<file path="config.mk">
export PLATFORM = sky130hd
export DESIGN_NAME = lcd_timing_gen
export DESIGN_NICKNAME = d
export VERILOG_FILES = /design/src/rtl/lcd_tg_pkg.sv /design/src/rtl/lcd_tg_cfg.sv /design/src/rtl/lcd_tg_div.sv /design/src/rtl/lcd_tg_line.sv /design/src/rtl/lcd_tg_frame.sv /design/src/rtl/lcd_timing_gen.sv
export SDC_FILE = /design/constraint.sdc
export NUM_CORES = 1
export LEC_CHECK = 0
export BUFFER_PORTS_ARGS = -buffer_cell sky130_fd_sc_hd__buf_2
export CAP_MARGIN = 20
export CORE_ASPECT_RATIO = 1.75
export CORE_MARGIN = 3
export CORE_UTILIZATION = 50
export DETAILED_ROUTE_END_ITERATION = 6
export HOLD_SLACK_MARGIN = 0.05
export PLACE_DENSITY = 0.79
export SLEW_MARGIN = 40
export SYNTH_ARGS = -nofsm -noshare
export SYNTH_HDL_FRONTEND = slang
export SYNTH_SLANG_ARGS = --single-unit
</file>
<file path="constraint.sdc">
create_clock -name clk -period 3.8 [get_ports clk]
set_input_delay 0 -clock clk [delete_from_list [all_inputs] [get_ports clk]]
set_output_delay 0 -clock clk [all_outputs]
set_load 0.005 [all_outputs]
</file>
<file path="src/rtl/lcd_tg_pkg.sv">
package lcd_tg_pkg;
  parameter int MAX_PIX   = 1024;
  parameter int MAX_LINES = 1024;
  parameter int WAIT_W    = 8;
  parameter int PW_W      = 8;
  parameter int ACB_W     = 8;
  parameter int DIV_MIN   = 2;
  parameter int DIV_MAX   = 512;

  localparam int PPL_W  = $clog2(MAX_PIX + 1);
  localparam int LPF_W  = $clog2(MAX_LINES + 1);
  localparam int DIV_W  = $clog2(DIV_MAX + 1);
  localparam int DCNT_W = $clog2(DIV_MAX);
  localparam int HW_A   = (PPL_W > WAIT_W) ? PPL_W : WAIT_W;
  localparam int HCNT_W = (HW_A > PW_W) ? HW_A : PW_W;

  typedef enum logic [1:0] {
    PH_LEAD  = 2'd0,
    PH_PIX   = 2'd1,
    PH_TRAIL = 2'd2,
    PH_LSYNC = 2'd3
  } phase_e;

  typedef struct packed {
    logic [PPL_W-1:0]  ppl;
    logic [LPF_W-1:0]  lpf;
    logic [WAIT_W-1:0] lead;
    logic [WAIT_W-1:0] trail;
    logic [PW_W-1:0]   lsw;
    logic [LPF_W-1:0]  fsw;
    logic [ACB_W-1:0]  acb;
    logic [DIV_W-1:0]  div;
    logic              pol_oe;
    logic              pol_fclk;
    logic              pol_lclk;
  } tcfg_t;
endpackage

</file>
<file path="src/rtl/lcd_tg_cfg.sv">
module lcd_tg_cfg
  import lcd_tg_pkg::*;
(
  input  logic              clk,
  input  logic              rst,
  input  logic              load,
  input  tcfg_t             raw,
  output logic [WAIT_W-1:0] nxt_lead,
  output logic              nxt_pol_oe,
  output logic              nxt_pol_fclk,
  output logic              nxt_pol_lclk,
  output tcfg_t             cur
);
  tcfg_t lim;

  // Clamp live settings into their legal ranges
  always_comb begin
    lim = raw;
    if (raw.ppl == '0)
      lim.ppl = PPL_W'(1);
    else if (raw.ppl > PPL_W'(MAX_PIX))
      lim.ppl = PPL_W'(MAX_PIX);
    if (raw.lpf == '0)
      lim.lpf = LPF_W'(1);
    else if (raw.lpf > LPF_W'(MAX_LINES))
      lim.lpf = LPF_W'(MAX_LINES);
    if (raw.lsw == '0) lim.lsw = PW_W'(1);
    if (raw.fsw == '0) lim.fsw = LPF_W'(1);
    if (raw.acb == '0) lim.acb = ACB_W'(1);
    if (raw.div < DIV_W'(DIV_MIN))
      lim.div = DIV_W'(DIV_MIN);
    else if (raw.div > DIV_W'(DIV_MAX))
      lim.div = DIV_W'(DIV_MAX);
  end

  assign nxt_lead     = lim.lead;
  assign nxt_pol_oe   = lim.pol_oe;
  assign nxt_pol_fclk = lim.pol_fclk;
  assign nxt_pol_lclk = lim.pol_lclk;

  // Shadow copy, refreshed only on start or frame boundary
  always_ff @(posedge clk) begin
    if (rst)
      cur <= '0;
    else if (load)
      cur <= lim;
  end
endmodule

</file>
<file path="src/rtl/lcd_tg_div.sv">
module lcd_tg_div
  import lcd_tg_pkg::*;
(
  input  logic             clk,
  input  logic             rst,
  input  logic             run,
  input  logic [DIV_W-1:0] div,
  output logic             tick
);
  logic [DCNT_W-1:0] cnt;
  logic              wrap;

  assign wrap = (DIV_W'(cnt) == (div - DIV_W'(1)));
  assign tick = run && wrap;

  always_ff @(posedge clk) begin
    if (rst || !run)
      cnt <= '0;
    else if (wrap)
      cnt <= '0;
    else
      cnt <= cnt + DCNT_W'(1);
  end

  // pixel pulses are never back to back (divisor at least 2)
  a_r2_tick_gap: assert property (@(posedge clk) disable iff (rst)
    tick |=> !tick);
  // counter stays below the divisor while running
  a_r2_cnt_range: assert property (@(posedge clk) disable iff (rst)
    run |-> (DIV_W'(cnt) < div));
endmodule

</file>
<file path="src/rtl/lcd_tg_line.sv">
module lcd_tg_line
  import lcd_tg_pkg::*;
(
  input  logic              clk,
  input  logic              rst,
  input  logic              run,
  input  logic              start,
  input  logic              tick,
  input  logic              frame_last,
  input  logic [WAIT_W-1:0] nxt_lead,
  input  logic [PPL_W-1:0]  ppl,
  input  logic [WAIT_W-1:0] lead,
  input  logic [WAIT_W-1:0] trail,
  input  logic [PW_W-1:0]   lsw,
  output phase_e            phase,
  output logic              line_end
);
  logic [HCNT_W-1:0] hcnt;
  logic [HCNT_W-1:0] len;
  logic              last_slot;
  logic [WAIT_W-1:0] lead_sel;
  phase_e            ph_next;

  always_comb begin
    case (phase)
      PH_LEAD:  len = HCNT_W'(lead);
      PH_PIX:   len = HCNT_W'(ppl);
      PH_TRAIL: len = HCNT_W'(trail);
      default:  len = HCNT_W'(lsw);
    endcase
  end

  assign last_slot = (hcnt == (len - HCNT_W'(1)));
  assign line_end  = run && tick && (phase == PH_LSYNC) && last_slot;
  // At a frame boundary the next line already uses the new settings
  assign lead_sel  = frame_last ? nxt_lead : lead;

  always_comb begin
    case (phase)
      PH_LEAD:  ph_next = PH_PIX;
      PH_PIX:   ph_next = (trail != '0) ? PH_TRAIL : PH_LSYNC;
      PH_TRAIL: ph_next = PH_LSYNC;
      default:  ph_next = (lead_sel != '0) ? PH_LEAD : PH_PIX;
    endcase
  end

  always_ff @(posedge clk) begin
    if (rst) begin
      phase <= PH_LEAD;
      hcnt  <= '0;
    end else if (start) begin
      phase <= (nxt_lead != '0) ? PH_LEAD : PH_PIX;
      hcnt  <= '0;
    end else if (run && tick) begin
      if (last_slot) begin
        phase <= ph_next;
        hcnt  <= '0;
      end else begin
        hcnt <= hcnt + HCNT_W'(1);
      end
    end
  end

  // position never runs past the length of the current stage
  a_r3_hcnt_range: assert property (@(posedge clk) disable iff (rst)
    (run && !start) |-> (hcnt < len));
  // line sync holds until its last pixel period completes
  a_r5_lsync_hold: assert property (@(posedge clk) disable iff (rst)
    (run && tick && phase == PH_LSYNC && !line_end) |=> (phase == PH_LSYNC));
endmodule

</file>
<file path="src/rtl/lcd_tg_frame.sv">
module lcd_tg_frame
  import lcd_tg_pkg::*;
(
  input  logic             clk,
  input  logic             rst,
  input  logic             run,
  input  logic             start,
  input  logic             line_end,
  input  logic [LPF_W-1:0] lpf,
  input  logic [LPF_W-1:0] fsw,
  input  logic [ACB_W-1:0] acb,
  output logic             frame_last,
  output logic             frame_end,
  output logic             fwin,
  output logic             acb_q
);
  logic [LPF_W-1:0] vcnt;
  logic [ACB_W-1:0] acnt;

  assign frame_last = (vcnt == (lpf - LPF_W'(1)));
  assign frame_end  = line_end && frame_last;
  assign fwin       = (vcnt < fsw);

  always_ff @(posedge clk) begin
    if (rst || start) begin
      vcnt  <= '0;
      acnt  <= '0;
      acb_q <= 1'b0;
    end else if (line_end) begin
      vcnt <= frame_last ? '0 : (vcnt + LPF_W'(1));
      if (acnt >= (acb - ACB_W'(1))) begin
        acnt  <= '0;
        acb_q <= !acb_q;
      end else begin
        acnt <= acnt + ACB_W'(1);
      end
    end
  end

  // line index stays inside the frame
  a_r6_vcnt_range: assert property (@(posedge clk) disable iff (rst)
    (run && !start) |-> (vcnt < lpf));
  // bias level moves only at the close of a line
  a_r7_acb_on_line: assert property (@(posedge clk) disable iff (rst)
    (!line_end && !start) |=> $stable(acb_q));
endmodule

</file>
<file path="src/rtl/lcd_timing_gen.sv">
module lcd_timing_gen
  import lcd_tg_pkg::*;
(
  input  logic              clk,
  input  logic              rst,
  input  logic              en,
  input  logic [PPL_W-1:0]  cfg_ppl,
  input  logic [LPF_W-1:0]  cfg_lpf,
  input  logic [WAIT_W-1:0] cfg_lead,
  input  logic [WAIT_W-1:0] cfg_trail,
  input  logic [PW_W-1:0]   cfg_lsw,
  input  logic [LPF_W-1:0]  cfg_fsw,
  input  logic [ACB_W-1:0]  cfg_acb,
  input  logic [DIV_W-1:0]  cfg_div,
  input  logic              cfg_pol_oe,
  input  logic              cfg_pol_fclk,
  input  logic              cfg_pol_lclk,
  output logic              pix_tick,
  output logic              pix_req,
  output logic              lcd_oe,
  output logic              lcd_lclk,
  output logic              lcd_fclk,
  output logic              lcd_acb
);
  tcfg_t             raw;
  tcfg_t             cur;
  logic [WAIT_W-1:0] nxt_lead;
  logic              nxt_pol_oe;
  logic              nxt_pol_fclk;
  logic              nxt_pol_lclk;
  logic              run;
  logic              start;
  logic              tick;
  logic              line_end;
  logic              frame_last;
  logic              frame_end;
  logic              fwin;
  logic              acb_q;
  phase_e            phase;
  logic              oe_act_q;
  logic              lclk_act_q;
  logic              fclk_act_q;

  always_comb begin
    raw.ppl      = cfg_ppl;
    raw.lpf      = cfg_lpf;
    raw.lead     = cfg_lead;
    raw.trail    = cfg_trail;
    raw.lsw      = cfg_lsw;
    raw.fsw      = cfg_fsw;
    raw.acb      = cfg_acb;
    raw.div      = cfg_div;
    raw.pol_oe   = cfg_pol_oe;
    raw.pol_fclk = cfg_pol_fclk;
    raw.pol_lclk = cfg_pol_lclk;
  end

  assign start = en && !run;

  always_ff @(posedge clk) begin
    if (rst) run <= 1'b0;
    else     run <= en;
  end

  lcd_tg_cfg u_cfg (
    .clk          (clk),
    .rst          (rst),
    .load         (start || frame_end),
    .raw          (raw),
    .nxt_lead     (nxt_lead),
    .nxt_pol_oe   (nxt_pol_oe),
    .nxt_pol_fclk (nxt_pol_fclk),
    .nxt_pol_lclk (nxt_pol_lclk),
    .cur          (cur)
  );

  lcd_tg_div u_div (
    .clk  (clk),
    .rst  (rst),
    .run  (run),
    .div  (cur.div),
    .tick (tick)
  );

  lcd_tg_line u_line (
    .clk        (clk),
    .rst        (rst),
    .run        (run),
    .start      (start),
    .tick       (tick),
    .frame_last (frame_last),
    .nxt_lead   (nxt_lead),
    .ppl        (cur.ppl),
    .lead       (cur.lead),
    .trail      (cur.trail),
    .lsw        (cur.lsw),
    .phase      (phase),
    .line_end   (line_end)
  );

  lcd_tg_frame u_frame (
    .clk        (clk),
    .rst        (rst),
    .run        (run),
    .start      (start),
    .line_end   (line_end),
    .lpf        (cur.lpf),
    .fsw        (cur.fsw),
    .acb        (cur.acb),
    .frame_last (frame_last),
    .frame_end  (frame_end),
    .fwin       (fwin),
    .acb_q      (acb_q)
  );

  // Registered pin stage
  always_ff @(posedge clk) begin
    if (rst) begin
      pix_tick   <= 1'b0;
      pix_req    <= 1'b0;
      lcd_oe     <= 1'b0;
      lcd_lclk   <= 1'b0;
      lcd_fclk   <= 1'b0;
      lcd_acb    <= 1'b0;
      oe_act_q   <= 1'b0;
      lclk_act_q <= 1'b0;
      fclk_act_q <= 1'b0;
    end else begin
      pix_tick   <= tick;
      pix_req    <= tick && (phase == PH_PIX);
      oe_act_q   <= run && (phase == PH_PIX);
      lclk_act_q <= run && (phase == PH_LSYNC);
      fclk_act_q <= run && (phase == PH_LSYNC) && fwin;
      lcd_acb    <= run && acb_q;
      if (run) begin
        lcd_oe   <= (phase == PH_PIX) ^ cur.pol_oe;
        lcd_lclk <= (phase == PH_LSYNC) ^ cur.pol_lclk;
        lcd_fclk <= ((phase == PH_LSYNC) && fwin) ^ cur.pol_fclk;
      end else begin
        lcd_oe   <= nxt_pol_oe;
        lcd_lclk <= nxt_pol_lclk;
        lcd_fclk <= nxt_pol_fclk;
      end
    end
  end

  // a pixel request only during the visible stage
  a_r4_req_in_oe: assert property (@(posedge clk) disable iff (rst)
    pix_req |-> oe_act_q);
  // a pixel request always coincides with the pixel pulse
  a_r4_req_tick: assert property (@(posedge clk) disable iff (rst)
    pix_req |-> pix_tick);
  // visible stage and line sync never overlap
  a_r3_oe_lclk_excl: assert property (@(posedge clk) disable iff (rst)
    !(oe_act_q && lclk_act_q));
  // frame sync only inside a line sync
  a_r6_fclk_in_lclk: assert property (@(posedge clk) disable iff (rst)
    fclk_act_q |-> lclk_act_q);
  // a stopped generator emits no pulses
  a_r10_idle_quiet: assert property (@(posedge clk) disable iff (rst)
    !run |=> (!pix_tick && !pix_req));
endmodule

</file>
Word-level counts from Yosys, hierarchy flattened
Cells that the tools add are included.
{"block": "word_totals", "regBits": 127, "in_bits": 81, "out_inout_bits": 6, "word_cells": 100}
{"block": "op_classes", "add_sub_neg": 8, "n_lt_le_gt_ge": 6, "n_eq_ne": 6, "muxes": 24, "bitwise": 3, "n_reduce_logical": 29}
{"cell": "$mux W11", "n": 7}
{"cell": "$logic_not A11 Y1", "n": 3}
{"cell": "$pmux W11 S3", "n": 1}
{"cell": "$mux W8", "n": 4}
{"cell": "$reduce_bool A8 Y1", "n": 3}
{"cell": "$add A11 B1 Y11 const B", "n": 2}
{"cell": "$eq A11 B11 Y1", "n": 2}
{"cell": "$gt A11 B11 Y1 const B", "n": 2}
{"cell": "$sub A11 B1 Y11 const B", "n": 2}
{"cell": "$mux W10", "n": 2}
{"cell": "$logic_not A8 Y1", "n": 2}
{"cell": "$lt A11 B11 Y1", "n": 1}
{"cell": "$eq A9 B10 Y1", "n": 1}
{"cell": "$gt A10 B10 Y1 const B", "n": 1}
{"cell": "$lt A10 B2 Y1 const B", "n": 1}
{"cell": "$sub A10 B1 Y10 const B", "n": 1}
{"cell": "$add A9 B1 Y9 const B", "n": 1}
{"cell": "$logic_and A1 B1 Y1", "n": 9}
{"cell": "$add A8 B1 Y8 const B", "n": 1}
{"cell": "$ge A8 B8 Y1", "n": 1}
{"cell": "$sub A8 B1 Y8 const B", "n": 1}
{"cell": "$mux W1", "n": 6}
{"cell": "$mux W2", "n": 3}
{"cell": "$pmux W2 S3", "n": 1}
{"cell": "9 further kinds", "n": 18}

Depth between registers and ports, before layout
Gate-level depths: netlist (run 1).
{"block": "logic_depth", "ltp_word": 9, "depth_mapped": 18, "ltp_nobuf": 15}

Modules after synthesis
A second synthesis (run 1) with hierarchy kept.
{"block": "hier_totals", "hier_cells": 830, "hier_area_um2": 7369.6}
{"module": "lcd_tg_cfg", "instances": 1, "cells_per_inst": 312, "area_per_inst_um2": 3091.7, "seq_area_each_um2": 1561.5}
{"module": "lcd_tg_frame", "instances": 1, "cells_per_inst": 216, "area_per_inst_um2": 1824.2, "seq_area_each_um2": 400.4}
{"module": "lcd_tg_line", "instances": 1, "cells_per_inst": 179, "area_per_inst_um2": 1371.3, "seq_area_each_um2": 260.2}
{"module": "lcd_tg_div", "instances": 1, "cells_per_inst": 96, "area_per_inst_um2": 814.5, "seq_area_each_um2": 180.2}
{"module": "lcd_timing_gen", "instances": 1, "cells_per_inst": 27, "area_per_inst_um2": 267.8, "seq_area_each_um2": 140.1}

Worst setup path after synthesis (run 1)
OpenSTA, ideal clock, no wires.
{"block": "synth_timing", "path_type": "register to register", "start": "register u_line.phase[0]", "end": "register u_frame.vcnt[8]", "setup_time_ns": 0.071, "arrival_time_ns": 4.112, "t_required_ns": 3.729, "setup_slack_ns": -0.383, "path_stages_with_launch": 17, "path_buffers": 2, "period_less_slack_ns": 4.183, "path_cell_list": "dfxtp_1 -> ha_1 -> clkbuf_1 -> a21oi_1 -> nand2_1 -> o21ai_0 -> ha_1 -> nor2b_1 -> a32oi_2 -> a21boi_0 -> mux2_2 -> a22oi_1 -> or4_4 -> or4_4 -> buf_6 -> or4_1 -> a21oi_1"}
{"block": "synth_via", "elab_chain_len": 5, "elab_cells_between_ends": 9, "cone_classes": "1 x add/sub; 4 x eq/ne; 1 x mux; 3 x reduce/logical"}
{"item": "start, declared", "line": "lcd_tg_line.sv:15", "text": "output phase_e phase,"}
{"item": "start signal, assigned", "line": "lcd_tg_line.sv:52", "text": "phase <= (nxt_lead != '0) ? PH_LEAD : PH_PIX;"}
{"item": "start signal, assigned", "line": "lcd_tg_line.sv:56", "text": "phase <= ph_next;"}
{"item": "$eq A2 B2 Y1 (tied with other cells)", "line": "lcd_tg_line.sv:25", "text": "case (phase)"}
{"item": "$pmux W11 S3", "line": "lcd_tg_line.sv:25"}
{"item": "$sub A11 B1 Y11", "line": "lcd_tg_line.sv:33", "text": "assign last_slot = (hcnt == (len - HCNT_W'(1)));"}
{"item": "$eq A11 B11 Y1", "line": "lcd_tg_line.sv:33"}
{"item": "$logic_and A1 B1 Y1 *", "line": "lcd_tg_line.sv:34", "text": "assign line_end = run && tick && (phase == PH_LSYNC) && last_slot;"}
{"item": "end signal, assigned", "line": "lcd_tg_frame.sv:30", "text": "vcnt <= frame_last ? '0 : (vcnt + LPF_W'(1));"}
{"item": "end, declared", "line": "lcd_tg_frame.sv:17", "text": "logic [LPF_W-1:0] vcnt;"}
Mark *: on every way between the ends. The rest lies on a longest branch, timed or not.
A chain may end at the register's enable or synchronous reset.

Worst setup path after layout (run 1)
{"block": "layout_timing", "start": "register u_line.phase[0]", "end": "register u_frame.vcnt[6]"}
Same word-level chain as after synthesis.

==> flow_summary.json, run 1 <==
{
  "cts.sinks": 127,
  "synthMuxAreaShare_pct": 0.545,
  "core-area_sq_mm": 0.0146,
  "rsz0062_at_grt": "true",
  "track_usage_pct": 30.6,
  "synth-edff-count": 0,
  "finalSetupViolCount": 84,
  "synth_compound_area_share_pct": 22.4,
  "critical_path_arrival_ps": 4350,
  "die-height_microns": 169,
  "clkTransAtPathRegs_ps": 60,
  "grt-busiest-layer": "met2",
  "antenna_left": 0,
  "crit_start": "u_line.phase[0]",
  "cap_violations": 0,
  "slew_headroom_pct": 43.1,
  "path_common_cell": "or4_4",
  "endpoint_kind": "flip-flop",
  "grt_use_met1_pct": 34.6,
  "place.gp.congestion": 0.942,
  "synth_cell_types": 72,
  "vdd.ir_drop.worst_mv": 0.291,
  "synthSimpleGateAreaFrac_pct": 26.8,
  "path_class": "flip-flop to flip-flop",
  "worstSetupStartpointType": "flip-flop",
  "violations": "design-rule violations, negative setup slack",
  "async_reset_ff_share_pct": 0,
  "grt_start_max_net_pins": 65,
  "synthAdderAreaFrac_pct": 4.95,
  "antenna_found_initial": 0,
  "path_cells": "inv_2, ha_2, buf_4, a222oi_1, and3_1, o221ai_1, nor3_2, o221ai_2, or4_4, buf_6, or4_4, or4_1, a21oi_1",
  "grt_overflow": 0,
  "start_util_pct": 52.0,
  "rows": 58,
  "avgRoutedWirePerCell_microns": 20.0,
  "synth_ff_type": "dfxtp_1",
  "drt_iter0_markers": 983,
  "synth-xor-area-share_pct": 7.00,
  "die_w_microns": 99.1,
  "cp_slowest_cell": "or4_4",
  "fmax_ghz": 0.250,
  "r2r_start": "u_line.phase[0]",
  "power_mw": 3.78,
  "required_ps": 4150,
  "grt_pass1_wl_microns": 41600,
  "area_growth_pct": 40.2,
  "synth_top_area_cell": "dfxtp_1",
  "drc_errors": 1,
  "synth_top_family_by_area": "simple AND/OR/NAND/NOR gates",
  "num_vias": 8797,
  "grtUsageMet3_pct": 5.24,
  "syn_nets": 1073,
  "fillers": 969,
  "drive_gt1_share_pct": 23.3,
  "layoutNonFillerInstCount": 1374,
  "hold_path_startpoint": "cfg_lpf[0]",
  "post-dp-hpwl_microns": 16500,
  "fin_skew_ps": 13.8,
  "cts_root_buffer": "clkbuf_16",
  "syn_area_per_cell_sq_um": 7.88,
  "post-route-period-util_pct": 105,
  "fin_crit_ps": 4000,
  "rrSetupSlack_ps": -200,
  "powerDensity_mw_per_mm2": 355,
  "routed_wl_microns": 27500,
  "numCtsBuffers": 17,
  "cellLeakagePower_nw": 4.09,
  "ys_warn_count": 0,
  "syn_area_sq_mm": 0.00758,
  "port-buffer-count": 86,
  "hp-class": "input port to flip-flop",
  "finalMaxSlewViolations": 0,
  "fin_ws_ps": -204,
  "ys_seq_area_share_pct": 33.5,
  "cpPeakStageDelay_ps": 560,
  "fin_setup_tns_ps": -6770,
  "cts_htree_levels": 4,
  "cp_max_fo": 7,
  "place_inst": 1236,
  "yosysMostFrequentCell": "dfxtp_1",
  "ys_seq_elements": 127,
  "vias_per_cell": 6.40,
  "hold_violations": 0,
  "dr.pass1.iters": 7,
  "grt_pass1_vias": 8484,
  "synth_area_leaders": "dfxtp_1 34%, o21ai_0 6.2%, nand3_1 6.1%, a21oi_1 5.9%, ha_1 5.0%",
  "insertion_delay_ps": 430,
  "status": "finished with violations",
  "cts_tree": "yes",
  "synth_common_cells": "127 x dfxtp_1, 94 x o21ai_0, 92 x nand3_1",
  "dieArea_sq_mm": 0.0167,
  "postSynthCellCount": 962,
  "io_pins": 87,
  "tightestPinTransition_ps": 851,
  "cts_buffer_depth": 2,
  "grtUsageMet2_pct": 53.6,
  "netlist.area_leader.share_pct": 33.5,
  "final_nets": 1291
}
-- metrics by stage --
stage | setup slack, ps | hold WS, ps | cell area, sq um | util, %
floorplan | 21.8 | 128 | 7660 | -
global placement | -105 | 255 | 8650 | 59.3
detailed placement | -178 | 267 | 8650 | 59.3
CTS | -141 | 55.6 | 10400 | 71.1
global route | -336 | 85.6 | 10600 | 72.9
finish | -204 | 44.2 | 10600 | 72.9
-- cell families (layout without fill, tap and decap cells) --
| kind of cell | Yosys count | in the layout |
|---|---|---|
| buffers and inverters | 91 | 322 |
| and+or+nand+nor | 371 | 371 |
| adders and majority gates | 30 | 30 |
| xor gates and xnor gates | 59 | 59 |
| AOI/OAI and AO/OA | 280 | 280 |
| DFF | 127 | 127 |
| other | 0 | 1 |
| muxes | 4 | 4 |
-- cells in the final DEF (no fill, tap or decap), types with 9 or more instances in the layout --
cell and count:
or4_1 9, nand4b_1 11, or3_1 9, nand2b_1 9, a211oi_1 9, buf_2 86, nand2_1 51, nor4_1 20
clkbuf_16 21, inv_1 27, o21ai_0 60, nor2b_1 24, dlygate4sd3_1 78, nor3_1 22, nor2_1 57, buf_4 72
buf_6 10, o21ai_1 26, a21o_1 9, o21ai_2 9, a21oi_1 88, dfxtp_1 125, ha_1 25, xor2_1 24
xnor2_1 33, and3_1 10, nand3_1 92
-- worst max-delay path, delay by kind of cell, from the launching register on --
kind | cells | cell delay (ps)
and+or+nand+nor | 5 | 2120
DFF | 1 | 380
buffers and inverters | 3 | 360
AOI/OAI and AO/OA | 4 | 880
adders and majority gates | 1 | 190
-- state kept, by name, summed over array words and instances (netlist names), 2 cells and up --
name          count
u_frame.acnt      8
u_line.phase      2
u_cfg.cur        78
u_frame.vcnt     11
u_line.hcnt      11
u_div.cnt         9
-- routing by layer --
metal  up-vias  wire (microns)
met4         0            1810
li1       3981               -
met2       573           13500
met5         -               0
met1      4087            9880
met3       156            2290
-- report_power, final --
part,internal [mW],total [mW],switching [mW]
sequential,1.38,1.42,0.0454
combinational,0.291,0.609,0.318
clock,1.05,1.75,0.694
-- final cells by class --
| cell class | count | area (sq um) | area share (%) |
|---|---|---|---|
| flip-flops and latches | 127 | 2550 | 24.0 |
| inverters | 30 | 115 | 1.08 |
| diodes | 1 | 2.50 | 0.0235 |
| clock buffers | 17 | 425 | 4.00 |
| repair buffers | 260 | 2170 | 20.4 |
| well taps | 180 | 225 | 2.12 |
| multi-input cells | 744 | 4950 | 46.5 |
| clock inverters | 15 | 196 | 1.85 |
-- path summary, 6_finish.rpt --
path	endpoint	cells past startpoint
setup / recovery	u_frame.vcnt[6]	13
hold / removal	u_cfg.cur[56]	5
setup reg to reg	u_frame.vcnt[6]	13
hold reg to reg	u_cfg.cur[29]	2
-- timing repair --
action	CTS	global route
pin swaps	53	36
gates resized for setup	56	50
hold buffers	78	0
cloned	3	5
hold endpoints to repair	81	0
endpoints found under the setup margin	86	98
buffers inserted	13	6
No activity file was read; power rests on OpenSTA's default activity.
==> inputs of run 2 (changes only) <==
SYNTH_HIERARCHICAL = 1   (was not set)
==> flow_summary.json, run 2 <==
{
  "grt_overflow": 0,
  "reg2reg_depth": 19,
  "grt_start_max_net_pins": 38,
  "post-dp-hpwl_microns": 13800,
  "fin_setup_tns_ps": -882,
  "final_nets": 1150,
  "place.gp.congestion": 0.955,
  "worstHoldEndpoint": "u_cfg/cur[44]",
  "r2r-end": "u_cfg/cur[24]",
  "core-area_sq_mm": 0.0144,
  "hold_violations": 0,
  "top_regs": "u_cfg/cur x78, u_frame/vcnt x11, u_line/hcnt x11",
  "fin_skew_ps": 10.9,
  "synth_cell_types": 82,
  "synth_top_family_by_area": "simple AND/OR/NAND/NOR gates",
  "fillers": 969,
  "diodes": 0,
  "synth_compound_area_share_pct": 14.6,
  "r2r_start": "u_line/phase[1]",
  "slew_headroom_pct": 52.3,
  "routed_wl_microns": 23200,
  "cts.sinks": 127,
  "cts_tree": "yes",
  "synth_top_area_cell": "dfxtp_1",
  "fin_crit_ps": 3910,
  "holdPathStages": 2,
  "port-buffer-count": 86,
  "cap_violations": 0,
  "fin_area_sq_mm": 0.0103,
  "fmax_ghz": 0.256,
  "syn_nets": 941,
  "io_pins": 87,
  "status": "finished with violations",
  "final_cell_mix": "125 x dfxtp_1, 112 x nor2_1, 86 x buf_2, 79 x dlygate4sd3_1, 48 x nand2_1",
  "regMostFlops": "u_cfg/cur",
  "start_util_pct": 51.0,
  "synth-xor-area-share_pct": 9.46,
  "cellLeakagePower_nw": 4.19,
  "clkTransAtPathRegs_ps": 60,
  "yosysMostFrequentCell": "dfxtp_1",
  "vias_per_cell": 5.83,
  "cts_root_buffer": "clkbuf_16",
  "violations": "negative setup slack",
  "avgRoutedWirePerCell_microns": 18.8,
  "hold_path_startpoint": "rst",
  "syn_area_per_cell_sq_um": 8.88,
  "synth-edff-count": 0,
  "vdd.ir_drop.worst_mv": 0.300,
  "cts_buffer_depth": 2,
  "rows": 58,
  "place_area_sq_mm": 0.00810,
  "powerDensity_mw_per_mm2": 370,
  "finalSetupViolCount": 34,
  "hp-class": "input port to flip-flop",
  "synthSimpleGateAreaFrac_pct": 22.6,
  "tightestPinTransition_ps": 715,
  "die_w_microns": 97.8,
  "dieArea_sq_mm": 0.0163,
  "rrSetupSlack_ps": -110,
  "antenna_left": 0,
  "drive_gt1_share_pct": 27.2,
  "final_common_cell": "dfxtp_1",
  "rsz0062_at_grt": "true",
  "post-route-period-util_pct": 103,
  "area_growth_pct": 39.1,
  "fin_ws_ps": -108,
  "synth_common_cells": "127 x dfxtp_1, 116 x nor2_1, 56 x nand2_1",
  "largest_reg_flops": 78,
  "ys_seq_area_share_pct": 34.5,
  "cts_htree_levels": 4,
  "ys_seq_elements": 127,
  "drt_iter0_markers": 503,
  "dr.pass1.iters": 5,
  "ys_warn_count": 6,
  "synthAdderAreaFrac_pct": 5.09,
  "netlist.area_leader.share_pct": 34.5,
  "cp_max_fo": 5,
  "drc_errors": 0,
  "critical_path_arrival_ps": 4180,
  "die-height_microns": 167,
  "numCtsBuffers": 17,
  "multiInputGateArea_sq_mm": 0.00467,
  "grt_pass1_wl_microns": 33800,
  "endpoint_kind": "flip-flop",
  "synthMuxAreaShare_pct": 7.37,
  "synth_area_leaders": "dfxtp_1 34%, mux2i_1 7.1%, nor2_1 5.9%, xnor2_1 5.2%, ha_1 5.1%",
  "insertion_delay_ps": 420,
  "track_usage_pct": 25.5,
  "synth_ff_type": "dfxtp_1",
  "syn_area_sq_mm": 0.00737,
  "grt_pass1_vias": 7055,
  "finalMaxSlewViolations": 0,
  "num_vias": 7181,
  "async_reset_ff_share_pct": 0,
  "path_class": "flip-flop to flip-flop",
  "postSynthCellCount": 830,
  "required_ps": 4070,
  "final_util_pct": 71.0,
  "worstSetupStartpointType": "flip-flop",
  "regArea_sq_mm": 0.00255,
  "antenna_found_initial": 0
}
-- run 2: area by class of cell --
type / instances / share of cell area, %
clock inverters: 13 / 1.35
multi-input cells: 620 / 45.5
repair buffers: 238 / 20.2
clock buffers: 19 / 4.42
well taps: 180 / 2.20
inverters: 35 / 1.43
flip-flops and latches: 127 / 24.9
-- run 2: worst max-delay path by stage --
stage	from	end	slack [ps]	cells after the start
finish	u_line/phase[1]	u_cfg/cur[24]	-110	19
global route	u_line/phase[0]	u_cfg/cur[24]	-240	19
CTS	u_line/phase[0]	u_cfg/cur[67]	5	17
detailed placement	u_line/phase[0]	u_cfg/cur[67]	-90	18
global placement	u_line/phase[0]	u_cfg/cur[76]	20	19
floorplan	u_line/phase[0]	u_cfg/cur[14]	-350	23
-- run 2: through the flow --
stage / power, mW / hold WS [ps] / cells / worst slack, ps
6_report: 3.80 / 131 / 1232 / -108
5_1_grt: 3.92 / 137 / 1232 / -241
4_1_cts: 3.68 / 108 / 1200 / 5.00
3_5_place_dp: 1.99 / 241 / 1086 / -88.6
3_3_place_gp: 1.98 / 235 / 1086 / 16.5
2_1_floorplan: 1.83 / 64.6 / 830 / -349
-- run 2: per-layer routing --
metal / GRT usage, % / vias to the layer above / part of all wire (%)
li1: - / 3366 / -
met3: 4.74 / 88 / 4.4
met1: 26.1 / 3435 / 37
met2: 47.4 / 292 / 54
met4: 15.0 / 0 / 5.2
met5: 0 / - / 0
-- run 2: timing repair --
item                                    in CTS  in global routing
gates resized for setup                      3                 76
gates cloned                                 1                 10
hold endpoints to repair                    83                  0
setup buffers                                2                 23
endpoints found under the setup margin      76                106
hold buffers                                79                  0
pin swaps                                    3                 31
-- run 2: kinds of logic (layout without fill, tap and decap cells) --
group,Yosys count,count (layout)
adders and majority gates,30,30
and+or+nand+nor,314,315
DFF,127,127
buffers and inverters,84,305
xor gates and xnor gates,78,78
AOI/OAI and AO/OA,144,144
muxes,53,53
-- run 2: power by group --
group,internal [mW],leakage (nW),switching [mW]
Combinational,0.384,2.87,0.354
Clock,0.999,0.285,0.629
Sequential,1.38,1.04,0.0511
Total,2.76,4.19,1.03
-- run 2: critical path, cell delays in order, from the launching register on --
cell	delay, ps
dfxtp_4	370
buf_4	140
ha_1	250
a21oi_1	70
a22oi_1	210
inv_1	120
ha_4	180
buf_4	150
a32oi_4	250
nor4_4	80
a21o_2	240
a311oi_2	310
nand4_2	240
nor3_4	180
and2_4	170
or2_4	210
buf_6	140
clkbuf_16	150
mux2i_1	240
nor2_1	60
